--- src/rtl/dac_latch_pkg.sv ---
package dac_latch_pkg;

    // Operating mode of one latch stage, re-selected every clock
    typedef enum logic [1:0] {
        ST_HOLD = 2'd0,
        ST_LOAD = 2'd1,
        ST_ZERO = 2'd2
    } stage_mode_e;

    // Number of control strobes carried next to the data bus
    localparam int unsigned CTL_PINS = 4;

endpackage

--- src/rtl/dac_pin_sync.sv ---
module dac_pin_sync #(
    parameter int unsigned W      = 1,
    parameter int unsigned STAGES = 2,
    parameter logic [W-1:0] INIT  = '0
) (
    input  logic         clk,
    input  logic         rst_n,
    input  logic [W-1:0] async_in,
    output logic [W-1:0] sync_out
);

    logic [STAGES-1:0][W-1:0] chain;

    for (genvar g = 0; g < STAGES; g++) begin : g_stage
        if (g == 0) begin : g_first
            always_ff @(posedge clk or negedge rst_n) begin
                if (!rst_n) chain[g] <= INIT;
                else        chain[g] <= async_in;
            end
        end else begin : g_next
            always_ff @(posedge clk or negedge rst_n) begin
                if (!rst_n) chain[g] <= INIT;
                else        chain[g] <= chain[g-1];
            end
        end
    end

    assign sync_out = chain[STAGES-1];

endmodule

--- src/rtl/dac_latch_stage.sv ---
module dac_latch_stage
    import dac_latch_pkg::*;
#(
    parameter int unsigned DATA_W = 8
) (
    input  logic              clk,
    input  logic              rst_n,
    input  logic              open_i,
    input  logic              clr_i,
    input  logic [DATA_W-1:0] d_i,
    output logic [DATA_W-1:0] q_o
);

    stage_mode_e mode;
    logic [DATA_W-1:0] q_r;

    // Mode selection: clear wins over transparency
    always_comb begin
        if (clr_i)       mode = ST_ZERO;
        else if (open_i) mode = ST_LOAD;
        else             mode = ST_HOLD;
    end

    always_ff @(posedge clk or negedge rst_n) begin
        if (!rst_n) begin
            q_r <= '0;
        end else begin
            unique case (mode)
                ST_ZERO: q_r <= '0;
                ST_LOAD: q_r <= d_i;
                ST_HOLD: q_r <= q_r;
                default: q_r <= q_r;
            endcase
        end
    end

    assign q_o = q_r;

    AST_STAGE_TRACK: assert property (@(posedge clk) disable iff (!rst_n)
        (open_i && !clr_i) |=> (q_o == $past(d_i)));
    AST_STAGE_ZERO: assert property (@(posedge clk) disable iff (!rst_n)
        clr_i |=> (q_o == '0));
    AST_STAGE_HOLD: assert property (@(posedge clk) disable iff (!rst_n)
        (!open_i && !clr_i) |=> $stable(q_o));

endmodule

--- src/rtl/dac_dbl_latch.sv ---
module dac_dbl_latch
    import dac_latch_pkg::*;
#(
    parameter int unsigned DATA_W      = 8,
    parameter int unsigned SYNC_STAGES = 2
) (
    input  logic              clk,
    input  logic              rst_n,
    input  logic              cs_n,
    input  logic              wr_n,
    input  logic              ldac_n,
    input  logic              clr_n,
    input  logic [DATA_W-1:0] din,
    output logic [DATA_W-1:0] code_out
);

    localparam int unsigned PIN_W = DATA_W + CTL_PINS;
    localparam logic [PIN_W-1:0] PIN_IDLE = {{CTL_PINS{1'b1}}, {DATA_W{1'b0}}};

    logic [PIN_W-1:0]  pins_s;
    logic [DATA_W-1:0] data_s;
    logic cs_s, wr_s, ldac_s, clr_s;
    logic in_open, out_open;
    logic [DATA_W-1:0] stage_q, out_q, out_d;

    dac_pin_sync #(
        .W      (PIN_W),
        .STAGES (SYNC_STAGES),
        .INIT   (PIN_IDLE)
    ) u_sync (
        .clk      (clk),
        .rst_n    (rst_n),
        .async_in ({clr_n, ldac_n, wr_n, cs_n, din}),
        .sync_out (pins_s)
    );

    assign {clr_s, ldac_s, wr_s, cs_s, data_s} = pins_s;

    assign in_open  = !cs_s   && !wr_s;
    assign out_open = !ldac_s && !wr_s;

    // With both stages open the bus passes straight through both latches
    assign out_d = in_open ? data_s : stage_q;

    dac_latch_stage #(.DATA_W(DATA_W)) u_stage_in (
        .clk    (clk),
        .rst_n  (rst_n),
        .open_i (in_open),
        .clr_i  (!clr_s),
        .d_i    (data_s),
        .q_o    (stage_q)
    );

    dac_latch_stage #(.DATA_W(DATA_W)) u_stage_out (
        .clk    (clk),
        .rst_n  (rst_n),
        .open_i (out_open),
        .clr_i  (!clr_s),
        .d_i    (out_d),
        .q_o    (out_q)
    );

    assign code_out = out_q;

    AST_CLEAR_ZERO: assert property (@(posedge clk) disable iff (!rst_n)
        !clr_s |=> (code_out == '0));
    AST_FOLLOW_BUS: assert property (@(posedge clk) disable iff (!rst_n)
        (clr_s && !cs_s && !wr_s && !ldac_s) |=> (code_out == $past(data_s)));
    AST_XFER_STAGE: assert property (@(posedge clk) disable iff (!rst_n)
        (clr_s && cs_s && !wr_s && !ldac_s) |=> (code_out == $past(stage_q)));
    AST_WR_HOLD: assert property (@(posedge clk) disable iff (!rst_n)
        (clr_s && wr_s) |=> ($stable(code_out) && $stable(stage_q)));
    AST_OUT_ISOLATED: assert property (@(posedge clk) disable iff (!rst_n)
        (clr_s && ldac_s) |=> $stable(code_out));

endmodule

--- config.mk ---
export PLATFORM = sky130hd
export DESIGN_NAME = dac_dbl_latch
export DESIGN_NICKNAME = d
export VERILOG_FILES = /design/src/rtl/dac_latch_pkg.sv /design/src/rtl/dac_pin_sync.sv /design/src/rtl/dac_latch_stage.sv /design/src/rtl/dac_dbl_latch.sv
export SDC_FILE = /design/constraint.sdc
export NUM_CORES = 1
export LEC_CHECK = 0
export ABC_AREA = 1
export BUFFER_PORTS_ARGS = -buffer_cell sky130_fd_sc_hd__buf_2
export CAP_MARGIN = 40
export CELL_PAD_IN_SITES_DETAIL_PLACEMENT = 0
export CELL_PAD_IN_SITES_GLOBAL_PLACEMENT = 1
export CORE_MARGIN = 5
export CORE_UTILIZATION = 43
export CTS_CLUSTER_SIZE = 24
export DETAILED_ROUTE_END_ITERATION = 16
export PLACE_DENSITY = 0.77
export SLEW_MARGIN = 30
export SYNTH_ARGS = -nofsm -noshare
export SYNTH_HDL_FRONTEND = slang
export SYNTH_HIERARCHICAL = 1
export SYNTH_SLANG_ARGS = --single-unit
--- constraint.sdc ---
create_clock -name clk -period 1.55 [get_ports clk]
set_input_delay 0.31 -clock clk [delete_from_list [all_inputs] [get_ports clk]]
set_output_delay 0.31 -clock clk [all_outputs]
set_load 0.03 [all_outputs]
==> impl_results.md <==
* Seq cells post-synth at 40
* Hold Violations, Final at 0
* Yosys cell types at 13
* Fin area at 1660 sq um
* CTS Root Cell: clkbuf_4
* Vias in the first global route at 897
* Final WL at 2050 microns
* Clk_lat worst skew at 0.34 ns
* PD cells at 1150 nW/um^2
* Share of cells above drive strength 1 at 0.300
* Post-route clock skew at 0.0107 ns
* Crit path max fanout at 10
* N_diodes at 0
* Post-CTS sizing at 0
* Initial antenna violation count at 0
* Crit start category: flop
* Clock buffer depth at 2
* Largest net degree at the start of global routing at 22
* Cell total after placement at 187
* Area delta synth->final at 9.83%
* Sequential area share after synthesis at 0.667
* Chip Height at 69.4 microns
* Routed Antenna Nets at 0
* Final core utilization at 0.495
* Via Count at 874
* Setup violations, final at 0
* Rows at 21
* Initial core utilization at 0.451
* FILL cells at 323
* Final worst-path cycle share at 0.874
* Synthesis warning total at 6
* CTS buffer count at 5
* Port Buffers at 21
* RePlAce Congestion at 0.760
* Post-DP Area at 1570 sq um
* Actual slew at the worst max-slew pin at 0.744 ns
* DRC viols at 0
* Finished Layout Cells at 196
* # H-tree levels at 2
* DRT iter0 DRCs at 34
* Met3 Track Usage GR at 0.0435
* M2 GR Usage at 0.163
* Status: completed
* Critical Path RT at 1.84 ns
* GR Util met1 at 0.111
* Area of the mapped netlist at 1520 sq um
* First-pass GRT wire length at 3890 microns
* # Max-Cap Violations at 0
* All-Layer GR Usage at 0.101
* Wirelength per Cell at 10.4 microns
* CTS clk-pin slew, worst paths at 0.12 ns
* Syn_nets at 149
* Final setup TNS at 0 ns
* CTS tree: done
* Num Clock Sinks at 40
* Peak supply drop at 772 uV
* Final #Nets at 163
* Core Area at 3360 sq um
* Die ar. at 4810 sq um
* Synthesized area per cell at 11.2 sq um
* CP Data Arrival Time at 1.64 ns
* CP Class: flop to flop
* Gate count of the mapped netlist at 135
* Unrepaired setup endpoints after global routing: no
* Relative slew margins at 0.502
* Leakage at 0.881 nW
* Final Max Tran Viols at 0
* Die width at 69.4 microns
* FMAX at 738 MHz
* Average vias per placed instance at 4.46
* Post-DP HPWL at 1500 microns
* Grt total ovfl at 0
* Initial DRT Pass Iterations at 4
* Postcts setup bufs at 0
* Hold Crit Class: input pin to flop
* GR peak layer: met2
* Final min period at 1.35 ns
* CP Capture Type: flop
* Ports at 22
-- Yosys cell counts, drive strengths merged --
cell type  number  area share
nor2            4       0.042
dfrtp          32        0.53
dfstp           8        0.14
o21ai           8       0.026
nand3          16       0.053
buf            16       0.082
inv             3      0.0074
nand2          48        0.12
-- per-stage QoR --
| step | setup WS, ns | hold slack [ns] | power, W |
|---|---|---|---|
| finish | 0.195 | 0.0604 | 0.00191 |
| global route | 0.0531 | 0.0280 | 0.00203 |
| CTS | 0.175 | 0.0439 | 0.00194 |
| detailed placement | 0.190 | 0.292 | 0.00127 |
| global placement | 0.232 | 0.287 | 0.00127 |
| floorplan | 0.328 | 0.0144 | 0.00124 |
-- cell usage in the layout, fill, tap and decap left out, drive strengths merged --
cell / count
nand3: 16
clkinvlp: 1
nor2: 4
o21ai: 8
nand2: 48
buf: 22
dfstp: 8
inv: 3
clkinv: 1
dlygate4sd3: 1
dfrtp: 32
bufinv: 1
clkbuf: 5
-- worst max-delay path, stage by stage, from the launching register on --
cell and delay (ns):
dfstp_2 0.45, nor2_1 0.60, nand3_1 0.16, nand2_1 0.10
-- kinds of logic (layout without fill, tap and decap cells) --
family | after synthesis | in the layout | share of synthesized area
AND/OR/NAND/NOR | 68 | 68 | 0.217
buffers and inverters | 19 | 34 | 0.0892
AO/OA/AOI/OAI | 8 | 8 | 0.0264
flip-flops | 40 | 40 | 0.667
-- worst paths after layout --
check	to	start	slack (ns)	cells after the start
min	u_sync/chain[10]$_DFF_PN1_	ldac_n	0.06	1
max	u_stage_out/q_o[5]$_DFFE_PN0P_	u_sync/sync_out[9]$_DFF_PN1_	0.20	3
min in group asynchronous	u_stage_in/q_o[2]$_DFFE_PN0P_	rst_n	0.44	2
min reg2reg	u_sync/sync_out[4]$_DFF_PN0_	u_sync/chain[4]$_DFF_PN0_	0.36	0
max in group asynchronous	u_sync/sync_out[9]$_DFF_PN1_	rst_n	0.57	3
max reg2reg	u_stage_out/q_o[5]$_DFFE_PN0P_	u_sync/sync_out[9]$_DFF_PN1_	0.20	3
-- flip-flops by register name, summed over array words and instances, names as in the netlist --
signal and count:
u_stage_in/q_o 8, u_sync/chain 12, u_stage_out/q_o 8, u_sync/sync_out 12
-- layout make-up --
class / count / area [sq um] / share of cell area
sequential: 40 / 1010 / 0.608
multi-input combinational: 76 / 369 / 0.222
timing repair buffer: 23 / 135 / 0.0812
tap: 46 / 57.6 / 0.0346
clock inverter: 3 / 42.5 / 0.0256
clock buffer: 5 / 37.5 / 0.0226
inverter: 3 / 11.3 / 0.00677
-- layer usage --
layer | up-vias | part of all wire
li1 | 441 | -
met1 | 403 | 0.45
met2 | 25 | 0.45
met3 | 5 | 0.076
met4 | 0 | 0.020
met5 | - | 0
-- report_power, final --
group	leakage, nW	switching, W	internal (W)
clock network	0.0412	0.000326	0.000336
registers	0.490	0.0000272	0.00110
logic	0.350	0.0000825	0.0000447
total	0.881	0.000435	0.00148
-- what timing repair did --
action                     in CTS  in global routing
hold buffers                    1                  0
hold endpoints to repair       18                  0
setup endpoints to repair       0                  0
Power figures use the tool's default switching activity.
